`src/rtl/smb_pkg.sv`:
```
package smb_pkg;

   typedef enum logic [2:0] {
      PH_IDLE  = 3'd0,
      PH_SETUP = 3'd1,
      PH_DATA  = 3'd2,
      PH_GAP   = 3'd3,
      PH_RESP  = 3'd4
   } phase_t;

   typedef enum logic [1:0] {
      SZ_BYTE = 2'd0,
      SZ_HALF = 2'd1,
      SZ_WORD = 2'd2,
      SZ_BAD  = 2'd3
   } acc_size_t;

   typedef struct packed {
      logic       err;
      logic [3:0] bank;
      logic [2:0] beats;
   } dec_t;

endpackage

```
`src/rtl/smb_decode.sv`:
```
module smb_decode
   import smb_pkg::*;
#(
   parameter int         EXT_W   = 16,
   parameter logic [3:0] WIN_TAG = 4'h6
) (
   input  logic [3:0] win_bits,
   input  logic [1:0] bank_bits,
   input  logic [1:0] low_bits,
   input  logic [1:0] size,
   output dec_t       dec
);
   localparam int EB = EXT_W / 8;

   logic       miss;
   logic       misalign;
   logic [2:0] nbytes;

   always_comb begin
      miss     = (win_bits != WIN_TAG);
      misalign = 1'b0;
      nbytes   = 3'd1;
      case (acc_size_t'(size))
         SZ_BYTE: nbytes = 3'd1;
         SZ_HALF: begin
            nbytes   = 3'd2;
            misalign = low_bits[0];
         end
         SZ_WORD: begin
            nbytes   = 3'd4;
            misalign = (low_bits != 2'b00);
         end
         default: begin
            nbytes   = 3'd1;
            misalign = 1'b1;
         end
      endcase
      dec.err   = miss | misalign;
      dec.bank  = 4'b0001 << bank_bits;
      dec.beats = (int'(nbytes) > EB) ? 3'(int'(nbytes) / EB) : 3'd1;
   end
endmodule

```
`src/rtl/smb_seq.sv`:
```
module smb_seq
   import smb_pkg::*;
#(
   parameter int ADDSET = 2,
   parameter int DATAST = 3
) (
   input  logic       clk,
   input  logic       rst_n,
   input  logic       start,
   input  logic       start_err,
   input  logic [2:0] beats,
   output phase_t     phase,
   output logic       data_last,
   output logic       beat_adv,
   output logic       resp_err
);
   localparam int CMAX = (ADDSET > DATAST) ? ADDSET : DATAST;
   localparam int CW   = $clog2(CMAX + 1);

   if (ADDSET < 1) begin : g_bad_addset
      $error("ADDSET must be at least 1");
   end
   if (DATAST < 1) begin : g_bad_datast
      $error("DATAST must be at least 1");
   end

   logic [CW-1:0] cnt;
   logic [2:0]    beat;
   logic [2:0]    nbeat;
   logic          err_q;
   logic          last_beat;
   logic          setup_last;

   assign last_beat  = (beat == nbeat - 3'd1);
   assign setup_last = (phase == PH_SETUP) && (cnt == CW'(ADDSET - 1));
   assign data_last  = (phase == PH_DATA) && (cnt == CW'(DATAST - 1));
   assign beat_adv   = data_last && !last_beat;
   assign resp_err   = (phase == PH_RESP) && err_q;

   always_ff @(posedge clk or negedge rst_n) begin
      if (!rst_n) begin
         phase <= PH_IDLE;
         cnt   <= '0;
         beat  <= '0;
         nbeat <= 3'd1;
         err_q <= 1'b0;
      end else begin
         case (phase)
            PH_IDLE: begin
               if (start) begin
                  err_q <= start_err;
                  nbeat <= beats;
                  beat  <= '0;
                  cnt   <= '0;
                  phase <= start_err ? PH_RESP : PH_SETUP;
               end
            end
            PH_SETUP: begin
               if (setup_last) begin
                  cnt   <= '0;
                  phase <= PH_DATA;
               end else begin
                  cnt <= cnt + 1'b1;
               end
            end
            PH_DATA: begin
               if (data_last) begin
                  cnt <= '0;
                  if (last_beat) begin
                     phase <= PH_RESP;
                  end else begin
                     beat  <= beat + 3'd1;
                     phase <= PH_GAP;
                  end
               end else begin
                  cnt <= cnt + 1'b1;
               end
            end
            PH_GAP:  phase <= PH_SETUP;
            PH_RESP: begin
               phase <= PH_IDLE;
               err_q <= 1'b0;
            end
            default: phase <= PH_IDLE;
         endcase
      end
   end

   // a data phase is only entered from the end of an address-setup phase
   p_setup_before_data_r7: assert property (@(posedge clk) disable iff (!rst_n)
      (phase == PH_DATA) && ($past(phase) != PH_DATA) |-> $past(setup_last));

   // the response follows either the final data clock or an error decode
   p_resp_source_r10: assert property (@(posedge clk) disable iff (!rst_n)
      (phase == PH_RESP) |-> ($past(data_last) || $past(phase) == PH_IDLE));

   // an error never reaches an external cycle
   p_err_skips_bus_r12: assert property (@(posedge clk) disable iff (!rst_n)
      (phase == PH_IDLE && start && start_err) |=> (phase == PH_RESP));
endmodule

```
`src/rtl/smb_lanes.sv`:
```
module smb_lanes
   import smb_pkg::*;
#(
   parameter int EXT_W = 16
) (
   input  logic        clk,
   input  logic        rst_n,
   input  logic        load,
   input  logic [25:0] addr,
   input  logic [1:0]  size,
   input  logic [31:0] wdata,
   input  logic        write,
   input  logic [3:0]  bank,
   input  phase_t      phase,
   input  logic        data_last,
   input  logic        beat_adv,
   input  logic [15:0] dq_in,
   output logic [25:0] mem_addr,
   output logic [15:0] dq_out,
   output logic [1:0]  be_n,
   output logic [31:0] rdata,
   output logic        write_q,
   output logic [3:0]  bank_q
);
   localparam int       EB     = EXT_W / 8;
   localparam bit [1:0] OFFSTEP = 2'(EB);

   if (EXT_W != 8 && EXT_W != 16) begin : g_bad_width
      $error("EXT_W must be 8 or 16");
   end

   logic [25:2] word_q;
   logic [1:0]  off_q;
   logic [1:0]  size_q;
   logic [31:0] wdata_q;
   logic [31:0] rdata_q;
   logic [1:0]  lane_en;
   logic [1:0]  lane_base;
   logic        active;

   assign active = (phase == PH_SETUP) || (phase == PH_DATA);

   always_comb begin
      if (EXT_W == 8) begin
         lane_en = 2'b01;
      end else if (acc_size_t'(size_q) == SZ_BYTE) begin
         lane_en = off_q[0] ? 2'b10 : 2'b01;
      end else begin
         lane_en = 2'b11;
      end
   end

   if (EXT_W == 8) begin : g_ext8
      assign mem_addr  = {word_q, off_q};
      assign dq_out    = {8'h00, wdata_q[8*off_q +: 8]};
      assign lane_base = off_q;
   end else begin : g_ext16
      assign mem_addr  = {1'b0, word_q, off_q[1]};
      assign dq_out    = wdata_q[16*off_q[1] +: 16];
      assign lane_base = {off_q[1], 1'b0};
   end

   assign be_n  = active ? ~lane_en : 2'b11;
   assign rdata = rdata_q;

   always_ff @(posedge clk or negedge rst_n) begin
      if (!rst_n) begin
         word_q  <= '0;
         off_q   <= '0;
         size_q  <= '0;
         wdata_q <= '0;
         rdata_q <= '0;
         write_q <= 1'b0;
         bank_q  <= '0;
      end else begin
         if (load) begin
            word_q  <= addr[25:2];
            off_q   <= addr[1:0];
            size_q  <= size;
            wdata_q <= wdata;
            write_q <= write;
            bank_q  <= bank;
            rdata_q <= '0;
         end else begin
            if (data_last && !write_q) begin
               for (int i = 0; i < 2; i++) begin
                  if (lane_en[i]) begin
                     rdata_q[8*(int'(lane_base) + i) +: 8] <= dq_in[8*i +: 8];
                  end
               end
            end
            if (beat_adv) begin
               off_q <= off_q + OFFSTEP;
            end
         end
      end
   end

   // byte enables are released whenever no external cycle is active
   p_be_idle_r11: assert property (@(posedge clk) disable iff (!rst_n)
      !active |-> (be_n == 2'b11));

   // the lane offset only moves upward inside one access
   p_offset_up_r5: assert property (@(posedge clk) disable iff (!rst_n)
      $past(beat_adv) |-> (off_q == $past(off_q) + OFFSTEP));
endmodule

```
`src/rtl/static_mem_bridge.sv`:
```
module static_mem_bridge
   import smb_pkg::*;
#(
   parameter int         EXT_W   = 16,
   parameter int         ADDSET  = 2,
   parameter int         DATAST  = 3,
   parameter logic [3:0] WIN_TAG = 4'h6
) (
   input  logic        clk,
   input  logic        rst_n,
   input  logic        req_valid,
   input  logic        req_write,
   input  logic [1:0]  req_size,
   input  logic [31:0] req_addr,
   input  logic [31:0] req_wdata,
   output logic        req_ready,
   output logic        req_err,
   output logic [31:0] rsp_rdata,
   output logic [25:0] mem_addr,
   output logic [15:0] mem_dq_out,
   output logic        mem_dq_oe,
   input  logic [15:0] mem_dq_in,
   output logic [3:0]  mem_cs_n,
   output logic        mem_oe_n,
   output logic        mem_we_n,
   output logic [1:0]  mem_be_n
);
   dec_t       dec;
   phase_t     phase;
   logic       start;
   logic       data_last;
   logic       beat_adv;
   logic       resp_err;
   logic       write_q;
   logic [3:0] bank_q;
   logic       in_data;
   logic       active;

   assign start   = req_valid && (phase == PH_IDLE);
   assign in_data = (phase == PH_DATA);
   assign active  = (phase == PH_SETUP) || in_data;

   smb_decode #(.EXT_W(EXT_W), .WIN_TAG(WIN_TAG)) u_decode (
      .win_bits  (req_addr[31:28]),
      .bank_bits (req_addr[27:26]),
      .low_bits  (req_addr[1:0]),
      .size      (req_size),
      .dec       (dec)
   );

   smb_seq #(.ADDSET(ADDSET), .DATAST(DATAST)) u_seq (
      .clk       (clk),
      .rst_n     (rst_n),
      .start     (start),
      .start_err (dec.err),
      .beats     (dec.beats),
      .phase     (phase),
      .data_last (data_last),
      .beat_adv  (beat_adv),
      .resp_err  (resp_err)
   );

   smb_lanes #(.EXT_W(EXT_W)) u_lanes (
      .clk       (clk),
      .rst_n     (rst_n),
      .load      (start),
      .addr      (req_addr[25:0]),
      .size      (req_size),
      .wdata     (req_wdata),
      .write     (req_write),
      .bank      (dec.bank),
      .phase     (phase),
      .data_last (data_last),
      .beat_adv  (beat_adv),
      .dq_in     (mem_dq_in),
      .mem_addr  (mem_addr),
      .dq_out    (mem_dq_out),
      .be_n      (mem_be_n),
      .rdata     (rsp_rdata),
      .write_q   (write_q),
      .bank_q    (bank_q)
   );

   assign mem_cs_n  = active ? ~bank_q : 4'hF;
   assign mem_oe_n  = !(in_data && !write_q);
   assign mem_we_n  = !(in_data && write_q);
   assign mem_dq_oe = in_data && write_q;
   assign req_ready = (phase == PH_RESP);
   assign req_err   = resp_err;

   // at most one sub-bank selected
   p_one_cs_r2: assert property (@(posedge clk) disable iff (!rst_n)
      $countones(~mem_cs_n) <= 1);

   // the selected sub-bank does not change while it is held
   p_cs_steady_r2: assert property (@(posedge clk) disable iff (!rst_n)
      (mem_cs_n != 4'hF) |=> (mem_cs_n == 4'hF || $stable(mem_cs_n)));

   // an error response follows a clock with no chip select
   p_err_no_cs_r1: assert property (@(posedge clk) disable iff (!rst_n)
      (req_ready && req_err) |-> ($past(mem_cs_n) == 4'hF));

   // strobes only inside a selected cycle, never both
   p_strobe_in_cs_r7: assert property (@(posedge clk) disable iff (!rst_n)
      (!mem_oe_n || !mem_we_n) |-> (mem_cs_n != 4'hF && (mem_oe_n || mem_we_n)));

   // a fresh chip select starts with both strobes high
   p_setup_first_r7: assert property (@(posedge clk) disable iff (!rst_n)
      (mem_cs_n == 4'hF) |=> (mem_cs_n == 4'hF || (mem_oe_n && mem_we_n)));

   // data bus driven only under the write strobe
   p_drive_write_r8: assert property (@(posedge clk) disable iff (!rst_n)
      mem_dq_oe |-> (!mem_we_n && mem_oe_n));

   // after a strobe ends, the chip select is released
   p_gap_r9: assert property (@(posedge clk) disable iff (!rst_n)
      (!mem_oe_n || !mem_we_n) |=> (!mem_oe_n || !mem_we_n || mem_cs_n == 4'hF));

   // completion is a single-clock pulse
   p_ready_pulse_r10: assert property (@(posedge clk) disable iff (!rst_n)
      req_ready |=> !req_ready);
endmodule

```
`config.mk`:
```
export PLATFORM = sky130hd
export DESIGN_NAME = static_mem_bridge
export DESIGN_NICKNAME = d
export VERILOG_FILES = /design/src/rtl/smb_pkg.sv /design/src/rtl/smb_decode.sv /design/src/rtl/smb_seq.sv /design/src/rtl/smb_lanes.sv /design/src/rtl/static_mem_bridge.sv
export SDC_FILE = /design/constraint.sdc
export NUM_CORES = 1
export LEC_CHECK = 0
export ABC_CLOCK_PERIOD_IN_PS = 2500
export CAP_MARGIN = 20
export CORE_UTILIZATION = 40
export DETAILED_ROUTE_END_ITERATION = 10
export DONT_BUFFER_PORTS = 1
export GPL_ROUTABILITY_DRIVEN = 0
export MAX_ROUTING_LAYER = met4
export PLACE_DENSITY_LB_ADDON = 0.05
export SYNTH_ARGS = -nofsm -noshare
export SYNTH_HDL_FRONTEND = slang
export SYNTH_HIERARCHICAL = 1
export SYNTH_SLANG_ARGS = --single-unit
```
`constraint.sdc`:
```
create_clock -name clk -period 2.5 [get_ports clk]
set_input_delay 0.375 -clock clk [delete_from_list [all_inputs] [get_ports clk]]
set_output_delay 0.375 -clock clk [all_outputs]
set_load 0.01 [all_outputs]
```
==> run_results.csv, run 1 <==
group,metric,value,unit
min_path,hold_path.class,"in2async",
global_routing,grt_pass1_vias,2922,
sta,worst_pin_slew,538,ps
run_status,violations,"hold timing",
sta,fmax,472,MHz
sta,slew_viol_final,0,
worst_setup_path,worstSetupPathType,"reg2out",
clocking,path_clk_slew,70,ps
detailed_routing,drcViolationCount,0,
die,die_x,114,um
clocking,cts_tree,"yes",
die,die_area,13000,um2
clocking,post_cts_resize_count,0,
flow_run,maxCapViolations,0,
clocking,ctsRootBufferMaster,"clkbuf_16",
synthesis,yosys.area.top_type_share,54.0,%
sta,min_period,2120,ps
global_routing,globalRouteOverflowTotal,0,
worst_setup_path,reg2reg_depth,5,
synthesis,synth.most_common_cell,"dfrtp_1",
die,rows,40,
global_routing,grt_pass1_wl,15700,um
clocking,cts.sinks,109,
worst_setup_path,critPathArrivalTime,1740,ps
global_routing,antenna_found_initial,0,
worst_setup_path,worstPathRequired,2120,ps
die,ios,171,
finish,drive_above_1_share,30.3,%
clocking,cts_setup_buffers,0,
clocking,htreeDepth,3,
synthesis,synth_nets,470,
global_routing,grt_start_max_net_pins,110,
synthesis,syn_area,5010,um2
sta,holdWs,-276,ps
place,preCtsSetupSlack,422,ps
power,power_leakage,0.00240,uW
die,die_height,114,um
synthesis,synth_edf_count,0,
place,io_buffers,0,
synthesis,yosysUniqueCellTypes,43,
synthesis,yosys_most_used_dff,"dfrtp_1",
sta,fin_tns_setup,0,ps
sta,hold_violations,109,
worst_setup_path,critPathLaunchType,"flop",
sta,clock_skew,5.59,ps
clocking,cts_buffers,9,
place,place.detailed.hpwl,6740,um
clocking,insertion_delay,350,ps
synthesis,synth_cells,382,
synthesis,yosysWarnings,6,
synthesis,synth_common_cells,"dfrtp_1 (108), mux2_2 (84), nand2b_1 (52)",
finish,final_nets,469,
detailed_routing,viasPerCell,5.13,
detailed_routing,first_pass_iters,4,
synthesis,synth_sequential_area_ratio,54.5,%
synthesis,yosysTopAreaCell,"dfrtp_1",
place,dp_cells,538,
synthesis,syn_area_per_cell,13.1,um2
finish,syn2layout_area_growth,10.1,%
worst_setup_path,rrSetupSlack,440,ps
sta,fin_ws,382,ps
power,ir_drop,0.000595,V
run_status,status,"finished, violations left",
sta,max_slew_margin,64.2,%
die,initial_core_util,41.3,%
synthesis,ys_ff_latch,109,
clocking,clk_path_buf_depth,2,
synthesis,synth.area.top_cells,"dfrtp_1 (54%), mux2_2 (19%), mux2i_1 (6.6%), nand2b_1 (6.5%), nand3b_1 (1.0%)",
detailed_routing,via_count,2841,
finish,diodes,0,
finish,final_cells,554,
power,p_per_area,1230,nW/um2
worst_setup_path,cp_max_fo,12,
detailed_routing,finalWirelength,9950,um
sta,fin_crit_sh,84.7,%
die,core_area,12100,um2
detailed_routing,wire_per_inst,18.0,um
sta,rsz0062_at_grt,"no",
detailed_routing,ant_nets,0,
sta,setup_violations,0,
global_routing,grt_usage,16.5,%
power,power,6770,uW
detailed_routing,drtIter0Drc,213,
worst_setup_path,end_kind,"output pin",
synthesis,ys_async_sr_fraction,100,%
[kinds of logic after synthesis]
family | synth area share (%)
buf+inv | 2.72
simple gates | 12.6
compound gates | 2.62
fa+ha+maj | 0.500
flops | 54.5
other cells | 0.150
xor+xnor | 1.37
mux | 25.5
[through the flow]
| stage | util, % | area (um2) |
|---|---|---|
| 5_1_grt | 45.5 | 5510 |
| 3_5_place_dp | 42.9 | 5200 |
| 2_1_floorplan | - | 5010 |
| 6_report | 45.5 | 5510 |
| 4_1_cts | 45.5 | 5510 |
| 3_3_place_gp | 42.9 | 5200 |
[report_power, final]
group	internal [uW]	total, uW	switching (uW)
Sequential	2420	2980	566
Clock	858	1480	620
Combinational	1260	2310	1050
[routing by layer]
layer,wire [um],GRT usage [%],up-vias
li1,-,-,1315
met1,4450,21.7,1423
met3,749,5.10,13
met4,173,7.53,0
met2,4570,23.2,90
met5,0,-,-
[flip-flops by register name, summed over array words and instances (netlist names), 3 cells and up]
signal           flops
u_lanes/word_q      24
u_seq/phase          3
u_seq/beat           3
u_lanes/bank_q       4
u_seq/nbeat          3
u_lanes/wdata_q     32
u_lanes/rdata       32
[placed cells by master (no fill, tap or decap), types with 2 or more instances in the layout]
cell | Yosys | routed
clkbuf_8 | 0 | 3
inv_1 | 5 | 5
xnor2_1 | 4 | 4
nor3b_1 | 3 | 3
a21oi_1 | 5 | 5
and3_1 | 2 | 2
nand3_1 | 3 | 3
nor2b_1 | 6 | 6
clkbuf_16 | 0 | 9
nand3b_1 | 7 | 7
nand2_1 | 4 | 4
mux2_2 | 84 | 84
a22o_1 | 2 | 2
nand2b_1 | 52 | 52
o21ai_0 | 5 | 5
nor3_1 | 3 | 3
buf_4 | 3 | 7
nor2_1 | 8 | 8
mux2i_1 | 33 | 33
dfrtp_1 | 108 | 108
nand2_2 | 2 | 2
a21o_1 | 2 | 2
buf_12 | 0 | 2
ha_1 | 2 | 2
conb_1 | 2 | 2
[critical path: stages, from the launching register on]
cell and delay [ps]:
dfrtp_1 680, buf_4 310, mux2_2 400
[path summary, 6_finish.rpt]
check | startpoint | end
max | u_lanes/off_q[1]$_DFFE_PN0P_ | mem_dq_out[12]
min | rst_n | u_lanes/bank_q[2]$_DFFE_PN0P_
max reg2reg | u_seq/phase[0]$_DFFE_PN0P_ | u_seq/nbeat[1]$_DFFE_PN0P_
min reg2reg | u_seq/err_q$_DFFE_PN0P_ | u_seq/err_q$_DFFE_PN0P_
max in group asynchronous | rst_n | u_lanes/rdata[21]$_DFFE_PN0P_
min in group clk | req_addr[1] | u_lanes/off_q[1]$_DFFE_PN0P_
[area by class of cell]
type | count | area (um2)
flip-flops and latches | 109 | 2730
inverters | 5 | 18.8
clock buffers | 13 | 270
fillers | 1133 | 6600
well taps | 168 | 210
multi-input cells | 247 | 2150
clock inverters | 3 | 42.5
repair buffers | 9 | 92.6
Power figures use the tool's default switching activity.
==> run 2, diff against run 1 <==
ABC_CLOCK_PERIOD_IN_PS = 2100   (was 2500)
clock period = 2.1 ns   (was 2.5 ns; I/O delays follow)
==> run_results.csv, run 2 (synthesis gave the netlist of run 1 again) <==
group,metric,value,unit
detailed_routing,first_pass_iters,4,
die,die_x,114,um
die,rows,40,
clocking,cts.sinks,109,
finish,final_util,45.8,%
sta,min_period,1940,ps
sta,rsz0062_at_grt,"no",
worst_setup_path,worstPathRequired,2330,ps
die,ios,171,
sta,fin_tns_setup,0,ps
sta,setup_violations,0,
run_status,status,"finished, violations left",
global_routing,antenna_found_initial,1,
detailed_routing,finalWirelength,10100,um
sta,hold_violations,109,
global_routing,grt_pass1_wl,16000,um
power,ir_drop,0.000710,V
worst_setup_path,end_kind,"flop",
detailed_routing,viasPerCell,5.10,
detailed_routing,ant_nets,0,
finish,final_cell_mix,"dfrtp_1 (108), mux2_2 (84), nand2b_1 (52)",
sta,fmax,517,MHz
global_routing,grt_usage,16.9,%
detailed_routing,wire_per_inst,18.0,um
die,initial_core_util,41.3,%
detailed_routing,via_count,2857,
finish,final_common_cell,"dfrtp_1",
place,io_buffers,0,
clocking,insertion_delay,350,ps
global_routing,grt_start_max_net_pins,110,
clocking,htreeDepth,3,
power,p_per_area,1480,nW/um2
sta,holdWs,-339,ps
flow_run,maxCapViolations,0,
sta,clock_skew,5.97,ps
sta,slew_viol_final,0,
power,power_leakage,0.00243,uW
clocking,ctsRootBufferMaster,"clkbuf_16",
clocking,clk_path_buf_depth,2,
sta,fin_crit_sh,92.2,%
detailed_routing,drtIter0Drc,168,
run_status,violations,"hold timing",
detailed_routing,drcViolationCount,0,
worst_setup_path,cp_max_fo,5,
finish,final_nets,474,
clocking,post_cts_resize_count,0,
die,core_area,12100,um2
finish,syn2layout_area_growth,10.7,%
detailed_routing,top_layer,"met4",
global_routing,grt_pass1_vias,2949,
detailed_routing,wl_met2,4690,um
global_routing,globalRouteOverflowTotal,0,
die,die_height,114,um
min_path,hold_path.class,"in2async",
clocking,cts_buffers,9,
worst_setup_path,critPathLaunchType,"flop",
die,die_area,13000,um2
detailed_routing,dr_wl_met3,711,um
place,place.detailed.hpwl,6990,um
finish,drive_above_1_share,31.2,%
worst_setup_path,worstSetupPathType,"reg2reg",
clocking,path_clk_slew,70,ps
detailed_routing,wl_met1,4610,um
clocking,cts_tree,"yes",
worst_setup_path,critPathArrivalTime,2170,ps
run 2: changes by cell type in the layout (fill, tap and decap cells not counted):
cell	change
inv_8	+1
inv_6	+1
clkbuf_8	-3
nor4b_2	-1
buf_4	+7
clkinvlp_4	-1
clkinv_4	+1
diode_2	+1
buf_12	-2
bufinv_16	+1
nor4b_4	+1
run 2: final cells by class:
type	instances	area, um2
Antenna cell	1	2.50
Clock buffer	10	229
Clock inverter	6	93.8
Fill cell	1162	6570
Inverter	5	18.8
Multi-Input combinational cell	247	2160
Sequential cell	109	2730
Tap cell	168	210
Timing Repair Buffer	14	105
run 2: layer usage:
layer	vias to the layer above	global-route usage, %
met2	93	24.8
met3	7	6.80
li1	1337	-
met4	0	3.90
met1	1420	21.8
met5	-	-
run 2: report_power, final:
| part | switching, uW | internal (uW) | leakage (uW) |
|---|---|---|---|
| combinational | 1300 | 1520 | 0.000913 |
| clock | 786 | 1060 | 0.000159 |
| sequential | 654 | 2880 | 0.00136 |
run 2: metrics by stage:
stage                     total power (uW)  setup slack, ps  instance area (um2)  std cells  hold WS [ps]
after floorplan                       5810             15.4                 5010        382          19.4
after global placement                6360              192                 5220        543          22.7
after detailed placement              6440              147                 5220        543          23.5
after CTS                             8330              138                 5540        559          -363
after global routing                  8730             21.7                 5540        560          -371
final                                 8200              164                 5540        560          -339
run 2: timing repair:
action / CTS / global route
setup endpoints to repair: 0 / 0
setup buffers: 0 / 0
endpoints found under the hold margin: 109 / 109
run 2: critical path, stage by stage (launching register included):
cell     delay (ps)
dfstp_2         550
inv_1            40
ha_1            200
xor3_2          420
nor3_4          210
nor2_2           90
a221o_1         310
run 2: final timing paths:
kind	to	slack [ps]	cells after the start	from
max	u_seq/beat[2]$_DFFE_PN0P_	160	6	u_seq/nbeat[0]$_DFFE_PN1P_
min	u_seq/cnt[0]$_DFFE_PN0P_	-340	0	rst_n
max reg2reg	u_seq/beat[2]$_DFFE_PN0P_	160	6	u_seq/nbeat[0]$_DFFE_PN1P_
min reg2reg	u_lanes/wdata_q[9]$_DFFE_PN0P_	500	1	u_lanes/wdata_q[9]$_DFFE_PN0P_
max in group asynchronous	u_lanes/write_q$_DFFE_PN0P_	2180	0	rst_n
min in group clk	u_lanes/off_q[1]$_DFFE_PN0P_	100	2	req_addr[1]
==> run 3, diff against run 2 <==
CORE_ASPECT_RATIO = 0.75   (was unset)
==> run_results.csv, run 3 (synthesis gave the netlist of run 1 again) <==
group,metric,value,unit
worst_setup_path,slowest_delay,550,ps
worst_setup_path,slowest_stage,"dfstp_2",
power,seq_power_share,42.4,%
worst_setup_path,end_kind,"flop",
detailed_routing,first_pass_iters,4,
sta,rsz0062_at_grt,"no",
power,power,8300,uW
finish,final_nets,474,
sta,fin_tns_setup,0,ps
worst_setup_path,critPathBufInv,1,
place,place.detailed.hpwl,7090,um
sta,setup_violations,0,
clocking,path_clk_slew,70,ps
finish,final_common_cell,"dfrtp_1",
flow_run,maxCapViolations,0,
die,die_area,13000,um2
clocking,cts_tree,"yes",
power,power_leakage,0.00245,uW
global_routing,grt_start_max_net_pins,110,
sta,min_period,1960,ps
clocking,clk_path_buf_depth,2,
clocking,insertion_delay,340,ps
power,p_int,5530,uW
worst_setup_path,crit_chain,"inv_1 > ha_1 > xor3_2 > nor3_4 > nor2_2 > a221o_1",
detailed_routing,viasPerCell,5.20,
clocking,cts_setup_buffers,0,
global_routing,grt_pass1_vias,3147,
sta,fmax,510,MHz
clocking,post_cts_resize_count,0,
sta,hold_violations,109,
sta,clock_skew,6.38,ps
die,initial_core_util,42.2,%
global_routing,globalRouteOverflowTotal,0,
sta,fin_crit_sh,93.4,%
run_status,status,"finished, violations left",
detailed_routing,finalWirelength,10200,um
worst_setup_path,critPathLaunchType,"flop",
global_routing,grt_usage,17.2,%
worst_setup_path,rr_startpoint,"u_seq/nbeat[0]$_DFFE_PN1P_",
min_path,hold_path.class,"in2async",
power,ir_drop,0.000670,V
worst_setup_path,worstSetupPathType,"reg2reg",
finish,final_cell_mix,"dfrtp_1 (108), mux2_2 (84), nand2b_1 (52)",
die,core_area,11900,um2
worst_setup_path,worstPathRequired,2330,ps
die,die_height,98.9,um
die,die_x,131,um
power,p_comb_share,35.1,%
finish,final_util,47.0,%
detailed_routing,ant_nets,0,
sta,slew_viol_final,0,
sta,holdWs,-335,ps
detailed_routing,via_count,2898,
clocking,cts_buffers,9,
place,place_area,5240,um2
clocking,cts.sinks,109,
worst_setup_path,cp_top_family,"flip-flops",
finish,final_cell_area,5580,um2
clocking,ctsRootBufferMaster,"clkbuf_16",
detailed_routing,wire_per_inst,18.4,um
global_routing,antenna_found_initial,4,
die,ios,171,
worst_setup_path,reg2reg_depth,6,
worst_setup_path,cp_max_fo,5,
place,io_buffers,0,
power,p_per_area,1490,nW/um2
worst_setup_path,r2r_end,"u_seq/beat[2]$_DFFE_PN0P_",
power,swShare,33.3,%
worst_setup_path,rrSetupSlack,140,ps
run_status,violations,"hold timing",
clocking,htreeDepth,3,
power,net-switching-power,2770,uW
detailed_routing,drcViolationCount,0,
power,p_clk_share,22.5,%
die,rows,34,
finish,syn2layout_area_growth,11.4,%
finish,n_fill_cell,1072,
detailed_routing,drtIter0Drc,128,
finish,drive_above_1_share,31.5,%
worst_setup_path,critPathArrivalTime,2190,ps
global_routing,grt_pass1_wl,16600,um
[run 3: power by group through the flow]
stage	Sequential, uW	Clock, uW	Combinational (uW)
floorplan	3410	0	2400
global placement	3550	0	2890
detailed placement	3550	0	2950
CTS	3520	1930	2950
global route	3620	2030	3200
finish	3520	1870	2920
[run 3: worst max path at each step]
| stage | start | endpoint | slack, ps | cells past startpoint |
|---|---|---|---|---|
| floorplan | u_seq/phase[0]$_DFFE_PN0P_ | u_seq/beat[2]$_DFFE_PN0P_ | 20 | 5 |
| global placement | u_seq/nbeat[0]$_DFFE_PN1P_ | u_seq/beat[2]$_DFFE_PN0P_ | 190 | 6 |
| detailed placement | u_seq/nbeat[0]$_DFFE_PN1P_ | u_seq/beat[2]$_DFFE_PN0P_ | 150 | 6 |
| CTS | u_seq/nbeat[0]$_DFFE_PN1P_ | u_seq/beat[2]$_DFFE_PN0P_ | 140 | 6 |
| global route | u_seq/nbeat[0]$_DFFE_PN1P_ | u_seq/beat[2]$_DFFE_PN0P_ | 50 | 6 |
| finish | u_seq/nbeat[0]$_DFFE_PN1P_ | u_seq/beat[2]$_DFFE_PN0P_ | 140 | 6 |
[run 3: final cells by class]
cell class | instances | area [um2] | area share [%]
sequential | 109 | 2730 | 48.9
multi-input combinational | 247 | 2160 | 38.7
clock buffer | 10 | 239 | 4.29
tap | 162 | 203 | 3.63
timing repair buffer | 14 | 130 | 2.33
clock inverter | 6 | 91.3 | 1.64
inverter | 5 | 18.8 | 0.337
antenna | 4 | 10.0 | 0.179
[run 3: through the flow]
stage,setup slack [ps],instances
after floorplan,15.4,382
after global placement,190,537
after detailed placement,152,537
after CTS,144,553
after global routing,51.4,557
final,139,557
[run 3: layer usage]
layer	track usage [%]	up-vias	wire length, um
met5	-	-	0
met4	6.61	0	136
met3	7.46	11	923
met2	24.0	113	4450
met1	22.0	1437	4740
li1	-	1337	-
